==> config.mk <==
export PLATFORM = sky130hd
export DESIGN_NAME = fpsc_top
export DESIGN_NICKNAME = d
export VERILOG_FILES = /design/src/rtl/fpsc_pkg.sv /design/src/rtl/fpsc_cfg_reg.sv /design/src/rtl/fpsc_spread.sv /design/src/rtl/fpsc_fsm.sv /design/src/rtl/fpsc_top.sv
export SDC_FILE = /design/constraint.sdc
export NUM_CORES = 1
export LEC_CHECK = 0
export BUFFER_PORTS_ARGS = -buffer_cell sky130_fd_sc_hd__buf_2
export CAP_MARGIN = 10
export CORE_AREA = 5 5 51 61
export CTS_BUF_LIST = sky130_fd_sc_hd__clkbuf_8
export DETAILED_ROUTE_END_ITERATION = 8
export DIE_AREA = 0 0 56 66
export PLACE_DENSITY_LB_ADDON = 0.15
export RECOVER_POWER = 25
export SETUP_SLACK_MARGIN = 0.05
export SYNTH_ARGS = -nofsm -noshare
export SYNTH_HDL_FRONTEND = slang
export SYNTH_HIERARCHICAL = 1
export SYNTH_SLANG_ARGS = --single-unit
==> constraint.sdc <==
create_clock -name clk -period 5.2 [get_ports clk]
set_input_delay 1.04 -clock clk [delete_from_list [all_inputs] [get_ports clk]]
set_output_delay 1.04 -clock clk [all_outputs]
set_load 0.05 [all_outputs]
==> src/rtl/fpsc_pkg.sv <==
package fpsc_pkg;

    // Controller states
    typedef enum logic [1:0] {
        ST_BYPASS = 2'd0,
        ST_COUNT  = 2'd1,
        ST_INSERT = 2'd2
    } fpsc_state_e;

    // Default field widths
    localparam int unsigned SEL_W_DEF  = 3;
    localparam int unsigned FRAC_W_DEF = 5;

endpackage

==> src/rtl/fpsc_cfg_reg.sv <==
module fpsc_cfg_reg #(
    parameter int unsigned CFG_W = 8
) (
    input  logic             clk,
    input  logic             rst_n,
    input  logic             we_i,
    input  logic [CFG_W-1:0] wdata_i,
    output logic [CFG_W-1:0] cfg_o
);

    logic [CFG_W-1:0] cfg_q;

    always_ff @(posedge clk or negedge rst_n) begin
        if (!rst_n) begin
            cfg_q <= '0;
        end else if (we_i) begin
            cfg_q <= wdata_i;
        end
    end

    assign cfg_o = cfg_q;

    AST_CFG_HOLD: assert property (@(posedge clk) disable iff (!rst_n)
        !we_i |=> $stable(cfg_o));

    AST_CFG_LOAD: assert property (@(posedge clk) disable iff (!rst_n)
        we_i |=> cfg_o == $past(wdata_i));

endmodule

==> src/rtl/fpsc_spread.sv <==
module fpsc_spread #(
    parameter int unsigned FRAC_W = 5
) (
    input  logic [FRAC_W-1:0] idx_i,
    input  logic [FRAC_W-1:0] frac_i,
    output logic              stretch_o
);

    localparam int unsigned PROD_W = 2 * FRAC_W;

    logic [PROD_W-1:0] prod;
    logic [FRAC_W-1:0] phase;
    logic [FRAC_W:0]   sum;

    // The phase reached before period idx equals idx*N modulo the frame length.
    // Adding N to it carries out exactly N times over one frame.
    always_comb begin
        prod      = PROD_W'(idx_i) * PROD_W'(frac_i);
        phase     = prod[FRAC_W-1:0];
        sum       = {1'b0, phase} + {1'b0, frac_i};
        stretch_o = sum[FRAC_W];
    end

endmodule

==> src/rtl/fpsc_fsm.sv <==
module fpsc_fsm
    import fpsc_pkg::*;
#(
    parameter int unsigned SEL_W  = 3,
    parameter int unsigned FRAC_W = 5
) (
    input  logic              clk,
    input  logic              rst_n,
    input  logic [SEL_W-1:0]  sel_i,
    input  logic              stretch_i,
    output logic [FRAC_W-1:0] idx_next_o,
    output logic              tick_o
);

    fpsc_state_e       state_q, state_d;
    logic [SEL_W-1:0]  cnt_q, cnt_d;
    logic              str_q, str_d;
    logic [FRAC_W-1:0] frame_q, frame_d;
    logic              tick_w;

    assign idx_next_o = frame_q + 1'b1;

    // State register
    always_ff @(posedge clk or negedge rst_n) begin
        if (!rst_n) begin
            state_q <= ST_BYPASS;
            cnt_q   <= '0;
            str_q   <= 1'b0;
            frame_q <= '0;
        end else begin
            state_q <= state_d;
            cnt_q   <= cnt_d;
            str_q   <= str_d;
            frame_q <= frame_d;
        end
    end

    // Output decode
    always_comb begin
        unique case (state_q)
            ST_BYPASS: tick_w = 1'b1;
            ST_COUNT:  tick_w = (cnt_q == '0) && !str_q;
            ST_INSERT: tick_w = 1'b1;
            default:   tick_w = 1'b0;
        endcase
    end

    assign tick_o = tick_w;

    // Next state
    always_comb begin
        state_d = state_q;
        cnt_d   = cnt_q;
        str_d   = str_q;
        frame_d = frame_q;
        unique case (state_q)
            ST_BYPASS: state_d = ST_BYPASS;
            ST_COUNT: begin
                if (cnt_q != '0) begin
                    cnt_d = cnt_q - 1'b1;
                end else if (str_q) begin
                    state_d = ST_INSERT;
                end
            end
            ST_INSERT: state_d = ST_INSERT;
            default:   state_d = ST_BYPASS;
        endcase
        if (tick_w) begin
            frame_d = idx_next_o;
            if (sel_i == '0) begin
                state_d = ST_BYPASS;
                cnt_d   = '0;
                str_d   = 1'b0;
            end else begin
                state_d = ST_COUNT;
                cnt_d   = sel_i;
                str_d   = stretch_i;
            end
        end
    end

    AST_INSERT_FROM_COUNT: assert property (@(posedge clk) disable iff (!rst_n)
        state_q == ST_INSERT |-> $past(state_q) == ST_COUNT);

    AST_FRAME_STEP: assert property (@(posedge clk) disable iff (!rst_n)
        tick_w |=> frame_q == $past(frame_q) + 1'b1);

    AST_COUNT_DOWN: assert property (@(posedge clk) disable iff (!rst_n)
        (state_q == ST_COUNT && !tick_w && cnt_q != '0) |=> cnt_q == $past(cnt_q) - 1'b1);

endmodule

==> src/rtl/fpsc_top.sv <==
module fpsc_top
    import fpsc_pkg::*;
#(
    parameter int unsigned SEL_W  = SEL_W_DEF,
    parameter int unsigned FRAC_W = FRAC_W_DEF
) (
    input  logic                      clk,
    input  logic                      rst_n,
    input  logic                      cfg_we,
    input  logic [SEL_W+FRAC_W-1:0]   cfg_wdata,
    output logic [SEL_W+FRAC_W-1:0]   cfg_rdata,
    output logic                      tick
);

    localparam int unsigned CFG_W = SEL_W + FRAC_W;

    logic [CFG_W-1:0]  cfg;
    logic [SEL_W-1:0]  sel;
    logic [FRAC_W-1:0] frac;
    logic [FRAC_W-1:0] idx_next;
    logic              stretch;

    assign sel  = cfg[CFG_W-1:FRAC_W];
    assign frac = cfg[FRAC_W-1:0];

    fpsc_cfg_reg #(.CFG_W(CFG_W)) u_cfg (
        .clk     (clk),
        .rst_n   (rst_n),
        .we_i    (cfg_we),
        .wdata_i (cfg_wdata),
        .cfg_o   (cfg)
    );

    fpsc_spread #(.FRAC_W(FRAC_W)) u_spread (
        .idx_i     (idx_next),
        .frac_i    (frac),
        .stretch_o (stretch)
    );

    fpsc_fsm #(.SEL_W(SEL_W), .FRAC_W(FRAC_W)) u_fsm (
        .clk        (clk),
        .rst_n      (rst_n),
        .sel_i      (sel),
        .stretch_i  (stretch),
        .idx_next_o (idx_next),
        .tick_o     (tick)
    );

    assign cfg_rdata = cfg;

    AST_BYPASS_CONT: assert property (@(posedge clk) disable iff (!rst_n)
        (tick && sel == '0) |=> tick);

    AST_MIN_GAP: assert property (@(posedge clk) disable iff (!rst_n)
        (tick && sel != '0) |=> !tick);

endmodule

==> qor.yml, run 1 <==
status: "complete, no violations"
wl_met2_um: 1440
max_freq_ghz: 0.248
drc: 0
grt_first_pass_wirelength_um: 4320
finalCriticalPeriod_ps: 4040
cp_slowest_stage_delay_ps: 520
hold_slack_ps: 497
top_layer: "met4"
grt_max_degree: 20
drive_gt1_frac: 0.222
netlist_instances: 124
dieArea_mm2: 0.00370
nFillCells: 211
ys.flop_type: "dfrtp_1"
clockRootBuffer: "clkbuf_8"
clkSinkCount: 19
hpwl_um: 2050
clk_path_buf_depth: 2
overflow: 0
std_cell_rows: 20
io_buffers: 19
grt_pass1_vias: 1021
gp_congestion: 0.904
p_per_area_mw_per_mm2: 709
drt_wl_total_um: 2590
cts_tree: "yes"
synth_cell_types: 33
cap_violations: 0
drt_iter0_drc: 31
ant_nets: 0
finClkSkew_ps: 6.15
cp_slowest_cell: "fa_1"
crit_path_end_kind: "flop"
finalSetupTns_ps: 0
numCtsBuffers: 3
cp_common_cell: "ha_1"
cp_max_fo: 5
crit_required_ps: 5340
die_h_um: 66
antenna_found_initial: 0
track_usage: 0.149
critical_path_arrival_ps: 4180
cts_repair_resize_count: 0
wl_met1_um: 1030
finalPower_w: 0.00109
dp.cells: 173
core_area_mm2: 0.00248
num-nets-final: 176
wl_met3_um: 86
synth-seq-cells: 19
final_cell_mix: "dfrtp_1 (19), buf_2 (18), ha_1 (18)"
netlist_area_mm2: 0.00138
fin_crit_sh: 0.777
worst_slew_pin_slew_ps: 1020
synthArstFlopShare: 1.00
min_path_type: "reg2reg"
ys_seq_area_frac: 0.345
crit_family: "adder cells"
slew_viol_final: 0
path_cells: "ha_1, and2_1, ha_1, ha_1, fa_1, fa_1, xnor2_1, xnor2_1, xnor3_1, ha_1, a21oi_1, o21ai_0, o311ai_0, nand2_1"
relSlewSlack: 0.318
synth_edf_count: 0
clk_latency_ps: 250
finalHoldViolations: 0
routedWlPerCell_um: 14.6
rsz0062_at_grt: "no"
vias: 948
start_kind: "flop"
first_pass_iters: 4
die-width_um: 56
synth_fp_nets: 155
htreeDepth: 1
synth.avg_cell_area_um2: 11.1
routed_via_density: 5.36
layout_commonest_cell: "dfrtp_1"
yosys_warnings: 6
io_pins: 20
p_leak_nw: 0.757
clk_pin_slew_ps: 70
start_util: 0.556
diodes: 0
hold_buffers: 0
crit_type: "reg2reg"
area_delta_synth_final_pct: 11.2
peakVddDrop_uv: 393
setup_viol: 0
fin_cells: 177
post_cts_buffers: 0
worst-path-buf-inv: 0
-- cells by family after synthesis --
kind of cell	count (synthesis)	synth area share
simple gates	38	0.144
fa+ha+maj	20	0.193
flops	19	0.345
compound gates	15	0.0772
xor+xnor	13	0.103
mux	10	0.103
buf+inv	9	0.0354
-- routing by layer --
layer	track usage	vias up
met2	0.285	18
met1	0.149	457
met4	0.0920	0
met5	0	-
li1	-	469
met3	0.0234	4
-- path summary, 6_finish.rpt --
check / from / end / slack [ps] / cells past startpoint
max reg2reg: u_fsm/frame_q[0] / u_fsm/str_q / 1160 / 14
min in group asynchronous: rst_n / u_fsm/str_q / 940 / 1
max in group asynchronous: rst_n / u_cfg/cfg_o[4] / 3640 / 1
min: u_fsm/frame_q[4] / u_fsm/frame_q[4] / 500 / 1
min reg2reg: u_fsm/frame_q[4] / u_fsm/frame_q[4] / 500 / 1
max: u_fsm/frame_q[0] / u_fsm/str_q / 1160 / 14
-- synthesized netlist by cell type (all sizes together) (2+ instances only) --
cell type,number,area share
a211oi,2,0.011
a21oi,3,0.014
and2,10,0.045
buf,2,0.016
dfrtp,19,0.35
fa,2,0.029
ha,18,0.16
inv,6,0.016
mux2,9,0.095
nand2,10,0.027
nand3,2,0.0073
nand4,2,0.0091
nor2,5,0.014
nor3,4,0.015
o21ai,4,0.015
xnor2,9,0.057
xnor3,2,0.033
xor2,2,0.013
-- area by class of cell --
cell class / count / area (um^2) / share of cell area
Multi-Input combinational cell: 96 / 853 / 0.557
Sequential cell: 19 / 475 / 0.310
Timing Repair Buffer: 19 / 93.8 / 0.0613
Clock buffer: 3 / 41.3 / 0.0270
Tap cell: 33 / 41.3 / 0.0270
Inverter: 6 / 22.5 / 0.0147
Clock inverter: 1 / 3.75 / 0.00245
-- flip-flops by register name, indices dropped and copies added, names as in the netlist --
register       flops
u_fsm/frame_q      5
u_fsm/state_q      2
u_fsm/str_q        1
u_fsm/cnt_q        3
u_cfg/cfg_o        8
-- stage by stage --
stage | setup slack [ps] | instance area (um^2) | util
global placement | 1340 | 1490 | 0.601
finish | 1160 | 1530 | 0.618
detailed placement | 1130 | 1490 | 0.601
global route | 947 | 1530 | 0.618
floorplan | 1400 | 1380 | -
CTS | 1140 | 1530 | 0.619
-- where the power goes --
| part | total (W) | internal [W] | leakage (nW) | switching, W |
|---|---|---|---|---|
| Combinational | 0.000730 | 0.000360 | 0.504 | 0.000370 |
| Clock | 0.000100 | 0.0000524 | 0.0269 | 0.0000479 |
| Sequential | 0.000256 | 0.000201 | 0.226 | 0.0000554 |
(Power assumes the default switching activity.)
==> run 2: changes to the inputs <==
CORE_AREA = 5 5 53 64   (was 5 5 51 61)
DIE_AREA = 0 0 58 69   (was 0 0 56 66)
clock period = 3.35 ns   (was 5.2 ns; I/O delays follow)
==> run 2 against run 1 <==
Net effect:
- the flow now finishes with violations (setup timing)
- worst setup slack got worse by 1300 ps
- via count is 6.0% higher
- maximum frequency rose by 15%
- register-to-register slack got worse by 1300 ps
- routed wire length is 0.73% higher
- sequential power up 50%
- worst hold slack barely moved
- largest cell class unchanged
- highest routed layer unchanged
==> qor.yml, run 2 (synthesis results as in run 1) <==
ant_nets: 0
diodes: 0
gp_congestion: 0.920
clk_latency_ps: 250
routed_via_density: 5.35
final_cell_mix: "dfrtp_1 (19), buf_2 (18), ha_1 (14)"
vias: 1005
place_area_mm2: 0.00157
drt_wl_total_um: 2610
start_kind: "flop"
p_clk_frac: 0.075
grt_max_degree: 20
p_leak_nw: 0.805
power_frac_seq: 0.194
area_delta_synth_final_pct: 21.1
min_path_type: "reg2reg"
grt_first_pass_wirelength_um: 4610
hold_slack_ps: 497
dp.cells: 184
peakVddDrop_uv: 806
worst_slack_ps: -152
postLayoutCellArea_mm2: 0.00167
p_comb_frac: 0.731
overflow: 0
drive_gt1_frac: 0.331
io_pins: 20
cts_tree: "yes"
crit_type: "reg2reg"
grt_pass1_vias: 1075
routedWlPerCell_um: 13.9
switching_share: 0.421
worst_slew_pin_slew_ps: 968
finClkSkew_ps: 2.80
cap_violations: 0
p_per_area_mw_per_mm2: 1190
track_usage: 0.144
core_area_mm2: 0.00273
htreeDepth: 1
finalSetupTns_ps: -152
fin_cells: 188
p_switching_w: 0.000832
critical_path_arrival_ps: 3630
rsz0062_at_grt: "yes"
start_util: 0.504
drc: 0
numCtsBuffers: 3
io_buffers: 19
dieArea_mm2: 0.00400
violations: "setup timing"
status: "complete, but fails checks"
clk_path_buf_depth: 2
power.internal_w: 0.00114
slew_viol_final: 0
die-width_um: 58
first_pass_iters: 4
drt_iter0_drc: 25
clkSinkCount: 19
crit_path_end_kind: "flop"
layout_commonest_cell: "dfrtp_1"
hpwl_um: 2050
num-nets-final: 186
largest_reg_flops: 8
setup_viol: 1
max_freq_ghz: 0.286
fin_crit_sh: 1.05
antenna_found_initial: 0
finalCriticalPeriod_ps: 3500
std_cell_rows: 21
die_h_um: 69
crit_required_ps: 3480
clockRootBuffer: "clkbuf_8"
relSlewSlack: 0.355
finalHoldViolations: 0
clk_pin_slew_ps: 70
preCtsSetupSlack_ps: -236
cp_max_fo: 2
==> run 2: path summary, 6_finish.rpt <==
kind | startpoint | end | slack (ps) | depth (start not counted)
worst min register to register | u_fsm/frame_q[4] | u_fsm/frame_q[4] | 500 | 1
max in group asynchronous | rst_n | u_fsm/cnt_q[1] | 2210 | 1
worst max-delay path | u_fsm/frame_q[1] | u_fsm/str_q | -150 | 14
worst max register to register | u_fsm/frame_q[1] | u_fsm/str_q | -150 | 14
worst min-delay path | u_fsm/frame_q[4] | u_fsm/frame_q[4] | 500 | 1
min in group asynchronous | rst_n | u_fsm/frame_q[1] | 550 | 1
==> run 2: what timing repair did <==
item	CTS	global route
gates cloned	0	0
pin swaps	8	7
gates resized for setup	6	3
setup buffers	0	0
hold buffers	0	0
endpoints found under the setup margin	1	1
==> run 2: final cells by class <==
class,instances,area [um^2]
Multi-Input combinational cell,96,913
Tap cell,34,42.5
Inverter,6,22.5
Clock inverter,1,3.75
Timing Repair Buffer,29,169
Fill cell,247,1060
Clock buffer,3,41.3
Sequential cell,19,475
==> run 2: metrics by stage <==
step / power [W] / utilization
6_report: 0.00198 / 0.610
5_1_grt: 0.00217 / 0.610
4_1_cts: 0.00185 / 0.603
3_5_place_dp: 0.00163 / 0.576
3_3_place_gp: 0.00159 / 0.576
2_1_floorplan: 0.00134 / -
==> run 2: routing by layer <==
layer	up-vias	wire length (um)	global-route usage	share of wire
li1	493	-	-	-
met1	489	1120	0.172	0.43
met2	21	1390	0.255	0.53
met3	2	65	0.0168	0.025
met4	0	34	0.0541	0.013
met5	-	0	0	0
==> run 2: power by group through the flow <==
stage	clock network [W]	registers, W	logic, W
CTS	0.000154	0.000385	0.00131
global route	0.000164	0.000397	0.00161
detailed placement	0	0.000387	0.00124
finish	0.000149	0.000384	0.00144
global placement	0	0.000384	0.00121
floorplan	0	0.000406	0.000933
==> run 2: critical path: stages (launching register included) <==
cell,delay (ps)
dfrtp_1,380
ha_1,310
and2_4,150
ha_4,260
ha_4,190
fa_1,480
fa_2,420
xnor2_2,150
xnor2_1,170
xnor3_1,270
ha_4,240
a21oi_2,130
o21ai_2,60
o311ai_1,80
nand2_1,80
